===== config.mk =====
export PLATFORM = sky130hd
export DESIGN_NAME = iq_fp_formatter
export DESIGN_NICKNAME = d
export VERILOG_FILES = /design/src/rtl/iq_fmt_pkg.sv /design/src/rtl/iq_exp_pick.sv /design/src/rtl/iq_word_pack.sv /design/src/rtl/iq_fp_formatter.sv
export SDC_FILE = /design/constraint.sdc
export NUM_CORES = 1
export LEC_CHECK = 0
export BUFFER_PORTS_ARGS = -buffer_cell sky130_fd_sc_hd__clkbuf_2
export CORE_MARGIN = 2
export CORE_UTILIZATION = 50
export CTS_BUF_LIST = sky130_fd_sc_hd__clkbuf_8
export CTS_CLUSTER_DIAMETER = 80
export DETAILED_ROUTE_END_ITERATION = 8
export MAX_ROUTING_LAYER = met4
export PLACE_DENSITY = 0.69
export REMOVE_ABC_BUFFERS = 1
export SLEW_MARGIN = 20
export SYNTH_ARGS = -nofsm -noshare
export SYNTH_HDL_FRONTEND = slang
export SYNTH_HIERARCHICAL = 1
export SYNTH_SLANG_ARGS = --single-unit

===== constraint.sdc =====
create_clock -name clk -period 11.9 [get_ports clk]
set_input_delay 1.785 -clock clk [delete_from_list [all_inputs] [get_ports clk]]
set_output_delay 1.785 -clock clk [all_outputs]
set_load 0.02 [all_outputs]

===== src/rtl/iq_fmt_pkg.sv =====
`timescale 1ns/1ps
package iq_fmt_pkg;
  parameter int IQ_IN_W  = 24;
  parameter int IQ_OUT_W = 16;
  parameter int IQ_EXP_W = 4;
  parameter int IQ_MAN_N = 8;
  parameter int IQ_MAN_W = 12;

  typedef enum logic [1:0] {
    PK_FIXED = 2'b00,
    PK_FP8   = 2'b01,
    PK_FP12  = 2'b10
  } pack_e;

  function automatic pack_e decode_mode(input logic [1:0] m);
    case (m)
      2'b00:   return PK_FIXED;
      2'b01:   return PK_FP8;
      default: return PK_FP12;
    endcase
  endfunction

  // arithmetic right shift (floor), then clamp to a signed field of w bits
  function automatic int shift_clamp(input logic signed [IQ_IN_W-1:0] x,
                                     input int sh, input int w);
    int y;
    int hi;
    int lo;
    y  = int'(x >>> sh);
    hi = (1 << (w - 1)) - 1;
    lo = -hi - 1;
    if (y > hi) y = hi;
    if (y < lo) y = lo;
    return y;
  endfunction

  function automatic logic shift_fits(input logic signed [IQ_IN_W-1:0] x,
                                      input int sh, input int w);
    int y;
    y = int'(x >>> sh);
    return (y <= (1 << (w - 1)) - 1) && (y >= -(1 << (w - 1)));
  endfunction

  // smallest shift in 0..(2^EXP_W-1) that fits w bits; saturates at the top
  function automatic logic [IQ_EXP_W-1:0] best_shift(input logic signed [IQ_IN_W-1:0] x,
                                                     input int w);
    logic [IQ_EXP_W-1:0] e;
    logic found;
    e = '1;
    found = 1'b0;
    for (int s = 0; s < (1 << IQ_EXP_W); s++) begin
      if (!found && shift_fits(x, s, w)) begin
        e = IQ_EXP_W'(s);
        found = 1'b1;
      end
    end
    return e;
  endfunction
endpackage


===== src/rtl/iq_exp_pick.sv =====
`timescale 1ns/1ps
module iq_exp_pick
  import iq_fmt_pkg::*;
#(
  parameter int IN_W  = IQ_IN_W,
  parameter int EXP_W = IQ_EXP_W,
  parameter int MAN_N = IQ_MAN_N,
  parameter int MAN_W = IQ_MAN_W
) (
  input  logic signed [IN_W-1:0] x,
  input  logic                   wide_man,
  output logic [EXP_W-1:0]       exp_auto
);
  logic [EXP_W-1:0] exp_narrow;
  logic [EXP_W-1:0] exp_wide;

  always_comb begin
    exp_narrow = best_shift(x, MAN_N);
    exp_wide   = best_shift(x, MAN_W);
    exp_auto   = wide_man ? exp_wide : exp_narrow;
  end
endmodule


===== src/rtl/iq_word_pack.sv =====
`timescale 1ns/1ps
module iq_word_pack
  import iq_fmt_pkg::*;
#(
  parameter int IN_W  = IQ_IN_W,
  parameter int OUT_W = IQ_OUT_W,
  parameter int EXP_W = IQ_EXP_W,
  parameter int MAN_N = IQ_MAN_N,
  parameter int MAN_W = IQ_MAN_W
) (
  input  logic signed [IN_W-1:0] x,
  input  pack_e                  pk,
  input  logic [EXP_W-1:0]       fix_shift,
  input  logic [EXP_W-1:0]       exp_use,
  output logic [OUT_W-1:0]       word
);
  localparam int PAD_N = OUT_W - MAN_N - EXP_W;

  int fix_val;
  int man_val;
  logic [OUT_W-1:0] fix_bits;
  logic [OUT_W-1:0] man_bits;

  always_comb begin
    fix_val  = shift_clamp(x, int'(fix_shift), OUT_W);
    man_val  = shift_clamp(x, int'(exp_use), (pk == PK_FP8) ? MAN_N : MAN_W);
    fix_bits = OUT_W'(fix_val);
    man_bits = OUT_W'(man_val);
    case (pk)
      PK_FIXED: word = fix_bits;
      PK_FP8:   word = {{PAD_N{1'b0}}, man_bits[MAN_N-1:0], exp_use};
      default:  word = {man_bits[MAN_W-1:0], exp_use};
    endcase
  end
endmodule


===== src/rtl/iq_fp_formatter.sv =====
`timescale 1ns/1ps
module iq_fp_formatter
  import iq_fmt_pkg::*;
#(
  parameter int IN_W  = IQ_IN_W,
  parameter int OUT_W = IQ_OUT_W,
  parameter int EXP_W = IQ_EXP_W,
  parameter int MAN_N = IQ_MAN_N,
  parameter int MAN_W = IQ_MAN_W
) (
  input  logic                    clk,
  input  logic                    rst_n,
  input  logic                    in_valid,
  input  logic signed [IN_W-1:0]  in_i,
  input  logic signed [IN_W-1:0]  in_q,
  input  logic [1:0]              fmt_mode,
  input  logic [EXP_W-1:0]        fix_scale,
  input  logic                    force_scale,
  input  logic                    share_exp,
  output logic                    out_valid,
  output logic [OUT_W-1:0]        out_i,
  output logic [OUT_W-1:0]        out_q
);
  localparam int NCH = 2;

  pack_e                   pk;
  logic signed [IN_W-1:0]  comp     [NCH];
  logic [EXP_W-1:0]        exp_auto [NCH];
  logic [EXP_W-1:0]        exp_use  [NCH];
  logic [OUT_W-1:0]        word     [NCH];
  logic [EXP_W-1:0]        exp_common;

  always_comb begin
    pk      = decode_mode(fmt_mode);
    comp[0] = in_i;
    comp[1] = in_q;
  end

  // common exponent: the larger shift keeps both components in range
  assign exp_common = (exp_auto[0] > exp_auto[1]) ? exp_auto[0] : exp_auto[1];

  for (genvar c = 0; c < NCH; c++) begin : g_ch
    iq_exp_pick #(
      .IN_W(IN_W), .EXP_W(EXP_W), .MAN_N(MAN_N), .MAN_W(MAN_W)
    ) u_pick (
      .x        (comp[c]),
      .wide_man (pk == PK_FP12),
      .exp_auto (exp_auto[c])
    );

    always_comb begin
      if (force_scale)    exp_use[c] = fix_scale;
      else if (share_exp) exp_use[c] = exp_common;
      else                exp_use[c] = exp_auto[c];
    end

    iq_word_pack #(
      .IN_W(IN_W), .OUT_W(OUT_W), .EXP_W(EXP_W), .MAN_N(MAN_N), .MAN_W(MAN_W)
    ) u_pack (
      .x         (comp[c]),
      .pk        (pk),
      .fix_shift (fix_scale),
      .exp_use   (exp_use[c]),
      .word      (word[c])
    );
  end

  always_ff @(posedge clk) begin
    if (!rst_n) begin
      out_valid <= 1'b0;
      out_i     <= '0;
      out_q     <= '0;
    end else begin
      out_valid <= in_valid;
      if (in_valid) begin
        out_i <= word[0];
        out_q <= word[1];
      end
    end
  end
endmodule


# == Word-level counts from Yosys, hierarchy flattened ==
# Cells that the tools add are included.
# classes
addsub,4
order_cmp,137
n_eq_ne,3
shifts,5
n_mux,143
reduce_logical,186
# ops
cell,n
2-to-1 mux 4 bit,71
2-to-1 mux 32 bit,4
>>> shifter 24 x 4 -> 32 bit,4
logical AND 1 bit,124
"> comparator 32 x 16 -> 1 bit, second input constant",2
> comparator 32 bit,2
"less-than comparator 32 x 16 -> 1 bit, second input constant",2
less-than comparator 32 bit,2
one-hot mux 16 bit (2 select lines),2
"subtractor 32 x 2 -> 32 bit, second input constant",2
zero test 1 bit,60
2-to-1 mux 1 bit,60
">= comparator 24 x 12 -> 1 bit, second input constant",2
">= comparator 24 x 8 -> 1 bit, second input constant",2
"<= comparator 24 x 12 -> 1 bit, second input constant",2
"<= comparator 24 x 8 -> 1 bit, second input constant",2
">= comparator 23 x 12 -> 1 bit, second input constant",2
">= comparator 23 x 8 -> 1 bit, second input constant",2
"<= comparator 23 x 12 -> 1 bit, second input constant",2
"<= comparator 23 x 8 -> 1 bit, second input constant",2
">= comparator 22 x 12 -> 1 bit, second input constant",2
">= comparator 22 x 8 -> 1 bit, second input constant",2
"<= comparator 22 x 12 -> 1 bit, second input constant",2
"<= comparator 22 x 8 -> 1 bit, second input constant",2
63 further kinds,119
# word_totals
register_bits,33
inputBits,59
output_inout_bits,33

# == Logic depth before layout (Yosys ltp) ==
# Gate-level depths: netlist (run 1).
# logic_depth
ltp_word,59
depth_mapped,40

# == By module ==
# The synthesis (run 1) kept the hierarchy.
# by_module_without_submodules
module,n_inst,cells_per_inst,area_each_um2,seq_area_each_um2
iq_word_pack,2,374,3031.7,0.0
iq_fp_formatter,1,152,1554.0,660.6
iq_exp_pick at g_ch[0].u_pick,1,121,742.0,0.0
iq_exp_pick at g_ch[1].u_pick,1,85,523.0,0.0

# == Worst setup path after synthesis (run 1) ==
# No wires, ideal clock.
# synth_path
path_type,in2reg
startpoint,input in_i[15]
endpoint,register out_i[11]
setup_ns,0.116
arrival_time_ns,9.498
setup_slack_ns,2.286
cell_stages,37
path_buffers,5
cell_sequence,or3_1 > or3_1 > or4_1 > and3_1 > nor4bb_1 > or3_1 > ha_1 > nand4_1 > o21a_2 > a2111oi_0 > nor3_1 > buf_2 > buf_2 > buf_2 > clkbuf_1 > mux2_2 > o21a_1 > o21ai_0 > ha_1 > a21o_1 > a21oi_1 > nor2b_1 > o21ai_0 > a41oi_1 > clkbuf_1 > nor2_1 > mux2i_1 > ha_1 > o21a_1 > o21a_1 > o21a_1 > o2111ai_1 > a21oi_1 > o311a_1 > a211o_1 > mux2i_1 > nor2b_1
# synth_rtl
element,line,text
from (decl),iq_fp_formatter.sv:14,"input logic signed [IN_W-1:0] in_i,"
to (signal assigned),iq_fp_formatter.sv:76,out_i <= word[0];
to (decl),iq_fp_formatter.sv:21,"output logic [OUT_W-1:0] out_i,"

==> results.toml, run 1 <==
[synthesis]
ys_ff_latch = 33
ys_warn_count = 6
synth_area_leaders = "mux4_2, mux2i_1, dfxtp_1"
synthFlopType = "dfxtp_1"
avgSynthCellArea_um2 = 8.03
synth_area_leader_cell = "mux4_2"
synth_top_area_share = 0.193
synthArstFlopShare = 0
synthesis.area_um2 = 8880
yosysMostFrequentCell = "nand2_1"
synth_common_cells = "nand2_1, mux2i_1, mux4_2"
seq_area_frac_synth = 0.0744
synth_edf_count = 0
syn_inst = 1106
ys_types = 82

[clock_network]
cts_resized = 0
clk_pin_slew_ns = 0.07
htree_levels = 2
clock-sinks = 33
cts_hold_repair.buffers = 0
post_cts_buffers = 0
clock_latency_ns = 0.29
cts_tree = "yes"
cts_buffers = 5
root_buffer = "clkbuf_8"
clockBufferDepth = 2

[power]
ir_drop_v = 0.000105
power_density_nw_per_um2 = 80.9
power.leakage_uw = 0.00380

[grt]
grt_overflow = 0
grt_use_total = 0.298
antenna_found_initial = 0
grt_start_max_net_pins = 58
grt_pass1_wl_um = 44300
grt_pass1_vias = 8208

[layout]
nets = 1195
n_antenna_cell = 0
area_growth_pct = 6.11
drive_above_1_share = 0.233
fin_area_um2 = 9430

[worst_setup_path]
critical_path_peak_fanout = 24
critPathSlowestCell = "a41oi_1"
slowest_delay_ns = 0.79
cp-start-kind = "primary input"
cp.required_ns = 12.08
cp.arrival_ns = 10.92
criticalPathCategory = "in -> reg"
crit_family = "compound AO/OA/AOI/OAI gates"
path_buf_inv = 2
end_kind = "flip-flop"

[drt]
via_per_inst = 6.79
drc_errors = 0
wire_per_inst_um = 20.5
antenna_left = 0
drt_iter0_drc = 1046
highest-signal-layer = "met4"
finalWirelength_um = 27500
wl_met2_um = 12000
drt-met1-wl_um = 12500
first_pass_iters = 5
via_count = 9117
met3_length_um = 2490

[floorplan]
die_width_um = 137
die_h_um = 137
start_util = 0.512
design.die.area_um2 = 18800
io_pins = 92
core_um2 = 17400
num_rows = 48

[timing]
post-route-period-util = 0.902
skew_ns = 0
min_period_ns = 10.73
slew_violations = 0
tightestPinTransition_ns = 1.03
postLayoutSetupSlackWorst_ns = 1.17
slew_headroom = 0.301
max_freq_ghz = 0.0932
finalSetupViolations = 0
finalHoldViolCount = 0
rsz0062_at_grt = "no"

[placed_design]
hpwlAfterDp_um = 19600
routabilityCongestion = 0.984
port_buffers = 91
place_ws_ns = 1.03
placed_area_um2 = 9300

[min_path]
hp-class = "reg -> reg"

[run_status]
status = "completed"

[flow_run]
drv_cap = 0
==> cell usage in the layout, fill, tap and decap left out, types with 5 or more instances in the layout <==
cell type / n
clkbuf_8: 6
o2111ai_1: 6
nand4_1: 14
a31oi_1: 8
a211oi_1: 18
nor2_1: 69
and3_1: 10
or3_1: 15
a21boi_0: 8
ha_1: 20
mux2_2: 30
a32o_1: 6
a2111oi_0: 7
a21o_1: 5
nand3_1: 19
or2_2: 6
nor3_1: 25
mux4_2: 76
nor4_1: 14
and2_1: 12
a22o_1: 8
nand2b_1: 16
nand2_1: 137
a22oi_1: 11
o21ai_0: 61
buf_4: 17
or4_1: 7
dfxtp_1: 33
mux2i_1: 112
nor3b_1: 5
o21a_1: 19
clkbuf_2: 91
o211ai_1: 8
a311oi_1: 8
o2bb2ai_1: 15
nor2b_1: 41
inv_1: 30
a21oi_1: 37
and4_1: 6
==> sequential cells by signal (all words and copies together) (netlist names) <==
signal     cells
out_i         16
out_q         16
out_valid      1
==> cell families (layout without fill, tap and decap cells) <==
group                      count (synthesis)  count (layout)  synth area share
and+or+nand+nor                          418             418             0.239
AOI/OAI and AO/OA                        277             277             0.226
muxes                                    220             220             0.363
buffers and inverters                    138             149            0.0692
DFF                                       33              33            0.0744
adders and majority gates                 20              20            0.0282
==> per-layer routing <==
layer | GRT usage | vias up
met5 | - | -
met4 | 0.0733 | 0
met3 | 0.0269 | 42
met2 | 0.429 | 429
met1 | 0.449 | 4339
li1 | - | 4307
==> power by group <==
part	internal (µW)	total [µW]	leakage [µW]	switching [µW]
clock network	67.3	106	0.0000626	38.5
logic	225	530	0.00347	305
registers	121	126	0.000272	5.55
total	413	762	0.00380	349
==> worst register-to-register path, stage by stage, from the launching register on <==
cell	delay, ns
dfxtp_1	0.32
mux2i_1	0.14
nor2b_1	0.07
==> through the flow <==
step	hold slack (ns)	TNS [ns]	total power (µW)	instances	utilization
6_report	0.516	0	762	1342	0.543
5_1_grt	0.540	0	814	1342	0.543
4_1_cts	0.525	0	756	1342	0.542
3_5_place_dp	0.509	0	648	1334	0.536
3_3_place_gp	0.495	0	643	1334	0.535
2_1_floorplan	0.589	-8.44	492	1001	-
==> worst paths after layout <==
kind | start | to | slack [ns] | cells after the start
setup / recovery | in_i[21] | out_q[6] | 1.17 | 34
setup reg to reg | out_i[5] | out_i[5] | 11.26 | 2
hold / removal | out_i[1] | out_i[1] | 0.52 | 2
hold reg to reg | out_i[1] | out_i[1] | 0.52 | 2
==> final cells by class <==
type | instances | area (µm²)
Multi-Input combinational cell | 935 | 7660
Tap cell | 225 | 282
Clock inverter | 2 | 33.8
Timing Repair Buffer | 108 | 583
Clock buffer | 6 | 82.6
Sequential cell | 33 | 661
Inverter | 33 | 124
Fill cell | 1625 | 7930
No activity file was read; power rests on OpenSTA's default activity.
==> run 2: changes to the inputs <==
Settings changed: BUFFER_PORTS_ARGS -buffer_cell sky130_fd_sc_hd__clkbuf_2 to unset, DONT_BUFFER_PORTS set to 1, PLACE_DENSITY 0.69 to 0.63.
==> run 2 against run 1 <==
Total power decreased by 13%. Clock skew did not move. Critical endpoint unchanged. Highest routed layer unchanged. Sequential share of layout area rose by 0.43 points. Register-to-register slack worse by 0.13 ns. Flip-flop and latch count unchanged. Critical path type unchanged. Count of clock-buffer cells in the layout decreased by 1. Maximum frequency increased by 2.0%.
==> results.toml, run 2 (synthesized netlist as in run 1, its figures left out) <==
[grt]
antenna_found_initial = 0
grt_start_max_net_pins = 58
grt_use_total = 0.296
grt_pass1_wl_um = 43700
grt_overflow = 0
grt_pass1_vias = 7928

[placed_design]
hpwlAfterDp_um = 19200
port_buffers = 0
dp.cells = 1234
routabilityCongestion = 0.979
placed_area_um2 = 8770

[worst_setup_path]
cp.required_ns = 12.07
critPathSlowestCell = "o221a_2"
critical_path_peak_fanout = 39
end_kind = "flip-flop"
criticalPathCategory = "in -> reg"
cp-start-kind = "primary input"
cp.arrival_ns = 10.69
slowest_delay_ns = 0.88

[timing]
post-route-period-util = 0.884
finalHoldViolCount = 0
slew_violations = 0
tightestPinTransition_ns = 1.02
max_freq_ghz = 0.0951
min_period_ns = 10.52
finalSetupViolations = 0
skew_ns = 0
hold_ws_ns = 0.613
fin_tns_setup_ns = 0
rsz0062_at_grt = "no"
slew_headroom = 0.312

[layout]
area_growth_pct = 0.0141
final_cell_count_no_fill = 1242
fin_area_um2 = 8880
n_antenna_cell = 0
final_common_cell = "nand2_1"
drive_above_1_share = 0.159
top_regs = "out_i x16, out_q x16, out_valid x1"
nets = 1095
final_cell_mix = "nand2_1, mux2i_1, mux4_2"

[run_status]
status = "completed"

[drt]
antenna_left = 0
first_pass_iters = 6
drc_errors = 0
drt_iter0_drc = 1020
wire_per_inst_um = 22.2
finalWirelength_um = 27600
via_count = 8805
via_per_inst = 7.09

[clock_network]
cts_buffers = 5
clockBufferDepth = 2
root_buffer = "clkbuf_8"
clock-sinks = 33
clock_latency_ns = 0.28
cts_resized = 0
cts_tree = "yes"
htree_levels = 2
clk_pin_slew_ns = 0.07
cts_hold_repair.buffers = 0
post_cts_buffers = 0

[power]
power_density_nw_per_um2 = 74.7
power.leakage_uw = 0.00336
p_clk_frac = 0.120
swShare = 0.440
switchingPower_uw = 292
internal-power_uw = 372
total_power_uw = 664
pwr-share-comb = 0.670
ir_drop_v = 0.0000787
p_seq_frac = 0.210

[floorplan]
die_width_um = 137
core_um2 = 17400
start_util = 0.512
num_rows = 48
io_pins = 92
die_h_um = 137
design.die.area_um2 = 18800

[flow_run]
drv_cap = 0

[min_path]
hp-class = "reg -> reg"
-- run 2: critical path: cells and delay by family --
family          cells  cell delay [ns]
compound gates     13             4.25
simple gates       10             2.42
fa+ha+maj           3             0.85
mux                 4             1.37
-- run 2: final timing paths --
check             from  cells after the start  slack, ns        end
max           in_i[21]                     30       1.38   out_q[6]
min reg2reg  out_i[14]                      2       0.61  out_i[14]
max reg2reg  out_i[10]                      2      11.13  out_i[10]
min          out_i[14]                      2       0.61  out_i[14]
-- run 2: per-layer routing --
metal	up-vias	GRT usage	routed length [µm]
met5	-	-	0
met4	0	0.0430	110
met3	8	0.0460	2710
met2	432	0.443	12300
met1	4271	0.431	12400
li1	4094	-	-
-- run 2: layout make-up --
cell class              instances  area (µm²)
fillers                      1731        8470
multi-input cells             935        7670
flip-flops and latches         33         661
well taps                     225         282
inverters                      33         124
clock buffers                   5        68.8
repair buffers                  8        60.1
clock inverters                 3        17.5
-- run 2: power groups by stage --
stage                     clock (µW)  combinational (µW)  sequential, µW
after floorplan                    0                 352             140
after global placement             0                 433             142
after detailed placement           0                 435             143
after CTS                       82.7                 437             140
after global routing            85.3                 487             142
final                           79.6                 445             140
-- run 2: per-stage QoR --
| stage | utilization | setup slack [ns] |
|---|---|---|
| after global routing | 0.512 | 0.745 |
| final | 0.512 | 1.38 |
| after CTS | 0.510 | 1.59 |
| after detailed placement | 0.505 | 1.29 |
| after floorplan | - | -0.893 |
| after global placement | 0.505 | 1.50 |
==> run 3: changes to the inputs <==
Settings changed: CORE_ASPECT_RATIO set to 0.5, CORE_MARGIN 2 to unset, CTS_CLUSTER_SIZE set to 25.
==> run 3 against run 2 <==
Non-clock buffer count grew 3. Clock skew is the same. Cell count grew 0.97%. Die area shrank 2.7%. Largest cell class unchanged. Critical path depth grew 1. Maximum frequency grew 2.3%. Count of clock-buffer cells in the layout is the same. Cell area grew 0.27%. Largest power group unchanged. Flip-flop and latch count is the same. Clock power grew 8.4%.
==> results.toml, run 3 (synthesized netlist as in run 1, its figures left out) <==
[drt]
via_count = 8864
wire_per_inst_um = 22.5
drc_errors = 0
finalWirelength_um = 28200
first_pass_iters = 7
antenna_left = 0
drt_iter0_drc = 829
via_per_inst = 7.07

[layout]
fillers = 1700
seqCellArea_um2 = 661
final_common_cell = "nand2_1"
nets = 1098
top_regs = "out_i x16, out_q x16, out_valid x1"
drive_above_1_share = 0.159
final_cell_mix = "nand2_1, mux2i_1, mux4_2"
n_antenna_cell = 0
fin_area_um2 = 8910
multiInputGateArea_um2 = 7660
area_growth_pct = 0.282

[power]
power_density_nw_per_um2 = 75.3
ir_drop_v = 0.0000600
power.leakage_uw = 0.00337

[timing]
skew_ns = 0
post-route-period-util = 0.864
slew_violations = 0
finalHoldViolCount = 0
tightestPinTransition_ns = 0.956
slew_headroom = 0.354
fin_tns_setup_ns = 0
max_freq_ghz = 0.0973
finalSetupViolations = 0
rsz0062_at_grt = "no"
min_period_ns = 10.28

[flow_run]
drv_cap = 0

[run_status]
status = "completed"

[floorplan]
die_width_um = 190
start_util = 0.512
die_h_um = 96.2
design.die.area_um2 = 18300
io_pins = 92
core_um2 = 17400
num_rows = 34

[worst_setup_path]
slowest_delay_ns = 0.76
rrSetupSlack_ns = 11.09
cp-start-kind = "primary input"
criticalPathCategory = "in -> reg"
critical_path_depth = 31
cp.arrival_ns = 10.47
path_buf_inv = 1
reg2reg_depth = 2
crit_family = "compound AO/OA/AOI/OAI gates"
critical_path_peak_fanout = 26
crit_end = "out_q[10]"
critPathSlowestCell = "a41oi_1"
end_kind = "flip-flop"
cp.required_ns = 12.09
rr_endpoint = "out_i[10]"
startpoint = "in_i[15]"
cpMostUsedCell = "or3_1"
regToRegStartpoint = "out_i[10]"

[clock_network]
root_buffer = "clkbuf_8"
clock-sinks = 33
cts_buffers = 5
htree_levels = 2
cts_resized = 0
clk_pin_slew_ns = 0.08
cts_tree = "yes"
cts_hold_repair.buffers = 0
clock_latency_ns = 0.29
post_cts_buffers = 0
clockBufferDepth = 2

[min_path]
hp-class = "reg -> reg"
min_from = "out_q[3]"

[grt]
use_met2 = 0.490
grtUsageMet3 = 0.0638
busiest_layer = "met2"
grt_pass1_wl_um = 44600
grt_start_max_net_pins = 58
grt_use_met1 = 0.423
grt_use_total = 0.314
antenna_found_initial = 0
grt_pass1_vias = 8172
grt_overflow = 0

[placed_design]
placed_area_um2 = 8800
port_buffers = 0
routabilityCongestion = 0.969
hpwlAfterDp_um = 19800
## run 3: cell count changes in the layout (fill, tap and decap cells not counted), sizes merged
cell      previous run  this run
inv                 33        34
clkinvlp             1         0
buf                  8        11
## run 3: final cells by class
type / instances / share of cell area
inverter: 33 / 0.0139
tap: 234 / 0.0329
clock buffer: 5 / 0.00773
sequential: 33 / 0.0742
timing repair buffer: 11 / 0.00927
clock inverter: 3 / 0.00155
multi-input combinational: 935 / 0.861
## run 3: layer usage
metal,up-vias,share of wire
li1,4100,-
met1,4221,0.45
met2,487,0.44
met3,56,0.093
met4,0,0.016
met5,-,0
## run 3: tightest hold or removal path: cells and delay by family, from the launching register on
| family | cells | cell delay [ns] |
|---|---|---|
| simple gates | 1 | 0.05 |
| mux | 1 | 0.14 |
| flops | 1 | 0.38 |
## run 3: how the worst min path moves through the flow
stage,end,cells after the start
final,out_q[3],2
after CTS,out_q[5],2
after detailed placement,out_q[3],2
after floorplan,out_i[0],2
after global placement,out_i[5],2
after global routing,out_q[12],2
## run 3: power breakdown
group	total, µW	internal [µW]	switching [µW]
registers	140	121	19.6
logic	444	211	233
clock network	86.3	39.8	46.5
total	671	372	299
## run 3: through the flow
step            util  total power, µW  std cells  hold WS, ns  setup slack [ns]
2_1_floorplan      -              492       1001        0.589            -0.893
3_3_place_gp   0.507              573       1246        0.604              1.58
3_5_place_dp   0.507              578       1246        0.607              1.46
4_1_cts        0.512              665       1254        0.618              1.74
5_1_grt        0.513              724       1254        0.644             0.954
6_report       0.513              671       1254        0.617              1.62
